### config.mk
export PLATFORM = sky130hd
export DESIGN_NAME = synth_phase_compare
export DESIGN_NICKNAME = d
export VERILOG_FILES = /design/src/rtl/synth_cmp_pkg.sv /design/src/rtl/clk_divider.sv /design/src/rtl/pfd_core.sv /design/src/rtl/lock_monitor.sv /design/src/rtl/synth_phase_compare.sv
export SDC_FILE = /design/constraint.sdc
export NUM_CORES = 1
export LEC_CHECK = 0
export ABC_AREA = 1
export BUFFER_PORTS_ARGS = -buffer_cell sky130_fd_sc_hd__buf_2
export CAP_MARGIN = 15
export CORE_MARGIN = 8
export CORE_UTILIZATION = 55
export DETAILED_ROUTE_END_ITERATION = 10
export PLACE_DENSITY = 0.73
export SYNTH_ARGS = -nofsm -noshare
export SYNTH_HDL_FRONTEND = slang
export SYNTH_SLANG_ARGS = --single-unit
### constraint.sdc
create_clock -name clk -period 4 [get_ports clk]
set_clock_uncertainty 0.1 [all_clocks]
set_input_delay 0.4 -clock clk [delete_from_list [all_inputs] [get_ports clk]]
set_output_delay 0.4 -clock clk [all_outputs]
set_load 0.01 [all_outputs]
### src/rtl/synth_cmp_pkg.sv
package synth_cmp_pkg;
  typedef struct packed {
    logic up;
    logic dn;
  } pump_req_t;
endpackage

### src/rtl/clk_divider.sv
module clk_divider #(
  parameter int unsigned DIV = 1536
) (
  input  logic clk,
  input  logic rst_n,
  output logic wave
);
  localparam int unsigned CW   = (DIV < 2) ? 1 : $clog2(DIV);
  localparam int unsigned HALF = DIV / 2;

  logic [CW-1:0] cnt;

  always_ff @(posedge clk or negedge rst_n) begin
    if (!rst_n) cnt <= '0;
    else if (cnt == CW'(DIV - 1)) cnt <= '0;
    else cnt <= cnt + 1'b1;
  end

  assign wave = (cnt < CW'(HALF));
endmodule

### src/rtl/pfd_core.sv
module pfd_core
  import synth_cmp_pkg::*;
(
  input  logic      clk,
  input  logic      rst_n,
  input  logic      ref_lvl,
  input  logic      div_lvl,
  output pump_req_t req,
  output logic      ref_fall
);
  logic      ref_d, div_d, div_fall;
  pump_req_t nxt;

  always_comb begin
    ref_fall = ref_d & ~ref_lvl;
    div_fall = div_d & ~div_lvl;
    nxt.up   = req.up | ref_fall;
    nxt.dn   = req.dn | div_fall;
    // second edge of a pair cancels both requests on the same clock
    if (nxt.up && nxt.dn) nxt = '0;
  end

  always_ff @(posedge clk or negedge rst_n) begin
    if (!rst_n) begin
      ref_d <= 1'b0;
      div_d <= 1'b0;
      req   <= '0;
    end else begin
      ref_d <= ref_lvl;
      div_d <= div_lvl;
      req   <= nxt;
    end
  end
endmodule

### src/rtl/lock_monitor.sv
module lock_monitor #(
  parameter int unsigned THR_W       = 12,
  parameter int unsigned LOCK_CYCLES = 4
) (
  input  logic             clk,
  input  logic             rst_n,
  input  logic             active,
  input  logic             cycle_end,
  input  logic [THR_W-1:0] thresh,
  output logic             locked
);
  localparam int unsigned GW = $clog2(LOCK_CYCLES + 1);
  localparam logic [THR_W-1:0] LMAX = '1;

  logic [THR_W-1:0] len;
  logic [GW-1:0]    good, good_nx;
  logic             bad, wide;

  assign wide    = active && (len >= thresh);
  assign good_nx = (good == GW'(LOCK_CYCLES)) ? good : good + 1'b1;

  always_ff @(posedge clk or negedge rst_n) begin
    if (!rst_n) begin
      len    <= '0;
      good   <= '0;
      bad    <= 1'b0;
      locked <= 1'b0;
    end else begin
      if (!active) len <= '0;
      else if (len != LMAX) len <= len + 1'b1;

      if (wide) begin
        good   <= '0;
        bad    <= 1'b1;
        locked <= 1'b0;
      end else if (cycle_end) begin
        if (bad) begin
          good <= '0;
          bad  <= 1'b0;
        end else begin
          good   <= good_nx;
          locked <= (good_nx == GW'(LOCK_CYCLES));
        end
      end
    end
  end
endmodule

### src/rtl/synth_phase_compare.sv
module synth_phase_compare
  import synth_cmp_pkg::*;
#(
  parameter int unsigned REF_DIV     = 1536,
  parameter int unsigned TAP_DIV     = 48,
  parameter int unsigned LOCK_CYCLES = 4,
  parameter int unsigned THR_W       = 12
) (
  input  logic             clk,
  input  logic             rst_n,
  input  logic             div_in,
  input  logic [THR_W-1:0] thresh,
  output logic             ref_out,
  output logic             tap_out,
  output logic             up,
  output logic             dn,
  output logic             pump_en,
  output logic             lock_n,
  output logic             cur_low
);
  localparam int unsigned NDIV = 2;
  localparam int unsigned DIVS [NDIV] = '{REF_DIV, TAP_DIV};

  logic [NDIV-1:0] waves;
  pump_req_t       req;
  logic            ref_fall, locked;

  for (genvar i = 0; i < NDIV; i++) begin : g_div
    clk_divider #(.DIV(DIVS[i])) u_div (
      .clk  (clk),
      .rst_n(rst_n),
      .wave (waves[i])
    );
  end

  assign ref_out = waves[0];
  assign tap_out = waves[1];

  pfd_core u_pfd (
    .clk     (clk),
    .rst_n   (rst_n),
    .ref_lvl (ref_out),
    .div_lvl (div_in),
    .req     (req),
    .ref_fall(ref_fall)
  );

  lock_monitor #(.THR_W(THR_W), .LOCK_CYCLES(LOCK_CYCLES)) u_lock (
    .clk      (clk),
    .rst_n    (rst_n),
    .active   (req.up | req.dn),
    .cycle_end(ref_fall),
    .thresh   (thresh),
    .locked   (locked)
  );

  assign up      = req.up;
  assign dn      = req.dn;
  assign pump_en = req.up | req.dn;
  assign lock_n  = ~locked;
  assign cur_low = locked;
endmodule

## Word-level counts from Yosys, hierarchy flattened

Index checks and enable logic that the tools add are counted.

- Register bits after elaboration: 38
- Output and inout port bits: 7

- $add $sub $neg: 4
- Magnitude comparators: 3
- Equality and inequality tests: 7
- Muxes and demuxes: 14
- Bitwise operators: 8
- Reduce and logical (&&, ||, !) cells: 4

Operators with widths:

| kind | number |
|---|---|
| $mux W12 | 2 |
| $add A12 B1 Y12 const B | 1 |
| $ge A12 B12 Y1 | 1 |
| $mux W3 | 4 |
| $ne A12 B12 Y1 const B | 1 |
| $add A11 B1 Y11 const B | 1 |
| $eq A11 B11 Y1 const B | 1 |
| $lt A11 B10 Y1 const B | 1 |
| $mux W11 | 1 |
| $add A6 B1 Y6 const B | 1 |
| $eq A3 B3 Y1 const B | 2 |
| $eq A6 B6 Y1 const B | 1 |
| $lt A6 B5 Y1 const B | 1 |
| $mux W6 | 1 |
| $mux W1 | 5 |
| $ne A2 B2 Y1 const B | 2 |
| $add A3 B1 Y3 const B | 1 |
| $not A1 Y1 | 3 |
| $or A1 B1 Y1 | 3 |
| $and A1 B1 Y1 | 2 |
| $logic_and A1 B1 Y1 | 2 |
| $mux W2 | 1 |
| $reduce_and A2 Y1 | 1 |
| $reduce_bool A2 Y1 | 1 |

## Longest topological paths before layout

- Depth after elaboration: 6
- Mapped depth: 11
- Depth with buffers taken out: 11

## By module

A second synthesis with hierarchy kept.

- Cell total of the unflattened synthesis: 294
- Area total of the unflattened synthesis: 2285.9 sq um

Modules (own cells, without submodules):

| module | instances | cells an instance | area each (sq um) | seq. area each (sq um) |
|---|---|---|---|---|
| lock_monitor | 1 | 177 | 1280.0 | 425.4 |
| clk_divider (g_div[0].u_div) | 1 | 66 | 564.3 | 275.3 |
| clk_divider (g_div[1].u_div) | 1 | 30 | 272.8 | 150.1 |
| pfd_core | 1 | 17 | 153.9 | 100.1 |
| synth_phase_compare | 1 | 4 | 15.0 | 0.0 |

## Least setup slack after synthesis

Ideal clock, no wire load.

- Kind: input to register
- Start: in thresh[11]
- End: reg u_lock.good[0]
- Library setup time: 0.126 ns
- Data arrival time: 1.243 ns
- Setup slack: 2.531 ns
- Stages on the path: 9
- Buffers on the path: 0
- Path through: inv_1 ha_1 nand2_1 nor2_1 inv_1 nor2_1 nand2_1 nand2_1 a21oi_1

- Cells in the longest elaborated chain, start to end: 3
- Elaborated cells between the ends (all ways): 4

Ends and longest elaborated chain:

| what | RTL line | RTL |
|---|---|---|
| start: declaration | synth_phase_compare.sv:12 | `input logic [THR_W-1:0] thresh,` |
| $ge A12 B12 Y1 * | lock_monitor.sv:19 | `assign wide = active && (len >= thresh);` |
| $logic_and A1 B1 Y1 * | lock_monitor.sv:19 |  |
| $mux W3 / $reduce_bool A2 Y1 (equally long branches) | n/a |  |
| end signal: assignment | lock_monitor.sv:41 | `good <= good_nx;` |
| end: declaration | lock_monitor.sv:16 | `logic [GW-1:0] good, good_nx;` |

Every way passes the cells marked *; elsewhere a longest branch is shown, timed or not.
A chain may end at the register's enable or synchronous reset.

## Final worst setup path

- Start: reg u_pfd.req[1] (netlist name)
- End: out pump_en

- Cells in the longest elaborated chain, start to end: 1

Ends and longest elaborated chain:

| what | RTL line | RTL |
|---|---|---|
| $or A1 B1 Y1 | synth_phase_compare.sv:59 | `assign pump_en = req.up \| req.dn;` |
| end: declaration | synth_phase_compare.sv:17 | `output logic pump_en,` |

No other way between the ends.

==> out/qor.txt <==
Final slew viol count - 0
Starting utilization of the core area - 56.3%
Most common cell after layout, fill and taps aside - sky130_fd_sc_hd__nand2_1
YS warnings - 0
Max Root-Sink Buffers - 2
Total number of nets in the final design - 343
Leakage - 0.00138 µW
Setup repair after global routing missed its margin - no
Horizontal die dimension - 79.8 µm
Worst r2r dst - u_lock.len[0]$_DFFE_PN0P_
Critical path cell sequence - nor2_1, inv_2, buf_2
Routed wire length - 4160 µm
Number of input and output port buffers inserted - 21
Max Fclk - 0.584 GHz
Max incr delay on CP - 0.41 ns
Share of the cycle needed by the critical path after routing - 42.8%
Crit path max-delay cell type - sky130_fd_sc_hd__dfrtp_1
CTS Hold Bufs - 0
FP Rows - 23
Layout area overhead - 11.5%
Count of different cell masters after synthesis - 27
Sum Neg Setup Slack - 0 ns
Number of buffers added by the clock tree synthesis step - 5
Final number of hold-violating endpoints - 0
Syn Nets - 316
Vias per Instance - 5.06
Top-level port count - 22
Clk pin slew, worst setup/hold paths - 0.07 ns
P per Cell Area - 437 nW/µm²
First-pass GRT wire length - 7510 µm
Overall via count from detail_route - 1830
Area of the die - 6360 µm²
Setup crit end kind - output port
Clock sink count - 38
Detailed router's first-iteration violation count - 108
Cell area after synthesis - 2240 µm²
Reg-to-reg slack, setup - 2.36 ns
Multi-input logic area - 1080 µm²
Start-to-end type of the worst setup path - flip-flop to output port
Number of setup buffers added after CTS - 0
Post-synthesis instance total - 284
Area taken by flip-flops and latches - 951 µm²
FF-to-FF Start - u_lock.len[1]$_DFFE_PN0P_
Path depth of the worst reg2reg path - 6
VDD IR-drop max - 0.324 mV
Max Cap Violations - 0
Final Critical Period - 1.71 ns
GRT Residual Overflow - 0
Fillcell total - 359
Nature of the critical path startpoint - flip-flop
Placeable core region - 3970 µm²
# setup viols final - 0
Mean routed wirelength per cell - 11.5 µm
Number of global-route vias before repair - 1814
Initial antenna violation count - 0
Gates resized, CTS repair - 0
Clock root buffer - sky130_fd_sc_hd__clkbuf_8
Maximum number of pins on one net before global-route repair - 39
Share of final-layout standard cells stronger than drive strength 1 - 14.4%
Number of detailed-routing iterations run before antenna repair - 4
Outcome - finished, final reports clean
Required @ worst endpoint - 3.50 ns
Worst Hold Margin - 0.108 ns
Die height - 79.8 µm
Number of register bits inferred by synthesis - 38
Top library cells by usage in the layout, fill and taps aside - sky130_fd_sc_hd__nand2_1 (64), sky130_fd_sc_hd__inv_1 (51), sky130_fd_sc_hd__dfrtp_1 (38), sky130_fd_sc_hd__nor2_1 (27), sky130_fd_sc_hd__nand3_1 (23)
Tightest Pin Transition - 0.847 ns
Worst slew margin relative to its limit - 43.5%
Half-perimeter wire length after detailed placement - 3190 µm
DR DRC count - 0
End-of-flow core utilization - 62.8%
Kind of path behind the tightest hold check - primary input to async pin
Share of synthesized area occupied by flip-flops and latches - 42.5%
Clock latency at the later pin of the worst-skew pair - 0.29 ns
Clock tree from TritonCTS - done
Mapped Avg Cell Area - 7.88 µm²
Total global routing track utilization - 14.4%
Antenna-violating nets left - 0
Critical Path Fanout Max - 18
Level count of the clock H-tree - 2
GP Congestion - 0.844
Antenna fix cells - 0
Arrival time of the worst setup path - 1.21 ns
per-stage QoR:
| step | cells | setup slack (ns) | area (µm²) | power (µW) |
|---|---|---|---|---|
| final | 362 | 2.29 | 2490 | 1090 |
| after global routing | 362 | 2.19 | 2490 | 1180 |
| after CTS | 362 | 2.27 | 2490 | 1110 |
| after detailed placement | 354 | 2.33 | 2400 | 828 |
| after global placement | 354 | 2.37 | 2400 | 819 |
| after floorplan | 284 | 2.53 | 2240 | 740 |
area by class of cell:
class                   instances  share of cell area (%)
clock buffers                   6                    3.31
clock inverters                 2                   0.502
inverters                      53                    7.97
multi-input cells             192                    43.4
flip-flops and latches         38                    38.1
well taps                      50                    2.51
repair buffers                 21                    4.21
registers in the layout (all words and copies together), names as in the netlist:
signal           count
u_pfd.div_d          1
u_pfd.req            2
u_pfd.ref_d          1
u_lock.len          12
u_lock.locked        1
u_lock.good          3
g_div.u_div.cnt     17
u_lock.bad           1
kinds of logic after synthesis:
logic type                 count (synthesis)  share of synthesized area [%]
AOI/OAI and AO/OA                         37                           9.34
xor gates and xnor gates                   5                           1.96
adders and majority gates                 17                           9.51
buffers and inverters                     54                           9.12
DFF                                       38                           42.5
and+or+nand+nor                          133                           27.6
Yosys cell counts:
cell type / number / share of area (%)
sky130_fd_sc_hd__nor2_1: 27 / 4.5
sky130_fd_sc_hd__a31oi_1: 3 / 0.84
sky130_fd_sc_hd__nand3_4: 1 / 0.78
sky130_fd_sc_hd__nand3_1: 23 / 5.1
sky130_fd_sc_hd__dfrtp_1: 38 / 43
sky130_fd_sc_hd__o21ai_0: 6 / 1.3
sky130_fd_sc_hd__o21bai_1: 1 / 0.34
sky130_fd_sc_hd__nor3_2: 3 / 1.3
sky130_fd_sc_hd__o22ai_1: 1 / 0.28
sky130_fd_sc_hd__a31o_2: 1 / 0.39
sky130_fd_sc_hd__inv_2: 2 / 0.34
sky130_fd_sc_hd__o21ai_1: 1 / 0.22
sky130_fd_sc_hd__buf_2: 1 / 0.22
sky130_fd_sc_hd__nor3_1: 4 / 0.89
sky130_fd_sc_hd__nand2_2: 2 / 0.56
sky130_fd_sc_hd__a22oi_1: 1 / 0.34
sky130_fd_sc_hd__o21a_1: 1 / 0.34
sky130_fd_sc_hd__a21oi_1: 20 / 4.5
sky130_fd_sc_hd__inv_1: 51 / 8.6
sky130_fd_sc_hd__or2_2: 2 / 0.56
sky130_fd_sc_hd__o21ai_2: 2 / 0.78
sky130_fd_sc_hd__nand3_2: 1 / 0.45
sky130_fd_sc_hd__nand2_1: 64 / 11
sky130_fd_sc_hd__nor3_4: 2 / 1.5
sky130_fd_sc_hd__ha_1: 17 / 9.5
sky130_fd_sc_hd__xor2_1: 5 / 2.0
sky130_fd_sc_hd__nand4_1: 4 / 1.1
critical path, delay by kind of cell (launching register included):
family | cells | cell delay [ns]
DFF | 1 | 0.41
and+or+nand+nor | 1 | 0.16
buffers and inverters | 2 | 0.35
where the power goes:
group	internal [µW]	switching, µW	total (µW)
combinational	127	178	305
clock	138	134	272
sequential	439	74.6	513
total	704	386	1090
per-layer routing:
layer	wire, µm	vias up	track usage [%]
li1	-	964	-
met1	1890	837	16.3
met2	2060	21	25.5
met3	149	8	2.82
met4	61	0	6.36
met5	0	-	0
worst max-delay path by stage:
stage | slack, ns | start | end
after detailed placement | 2.33 | thresh[11] | u_lock.good[1]$_DFFE_PN0P_
after global routing | 2.19 | u_pfd.req[0]$_DFF_PN0_ | pump_en
after floorplan | 2.53 | thresh[11] | u_lock.good[0]$_DFFE_PN0P_
final | 2.29 | u_pfd.req[1]$_DFF_PN0_ | pump_en
after global placement | 2.37 | u_lock.len[1]$_DFFE_PN0P_ | u_lock.len[1]$_DFFE_PN0P_
after CTS | 2.27 | u_pfd.req[1]$_DFF_PN0_ | pump_en
Note: power is estimated with default switching activity, not from simulation.
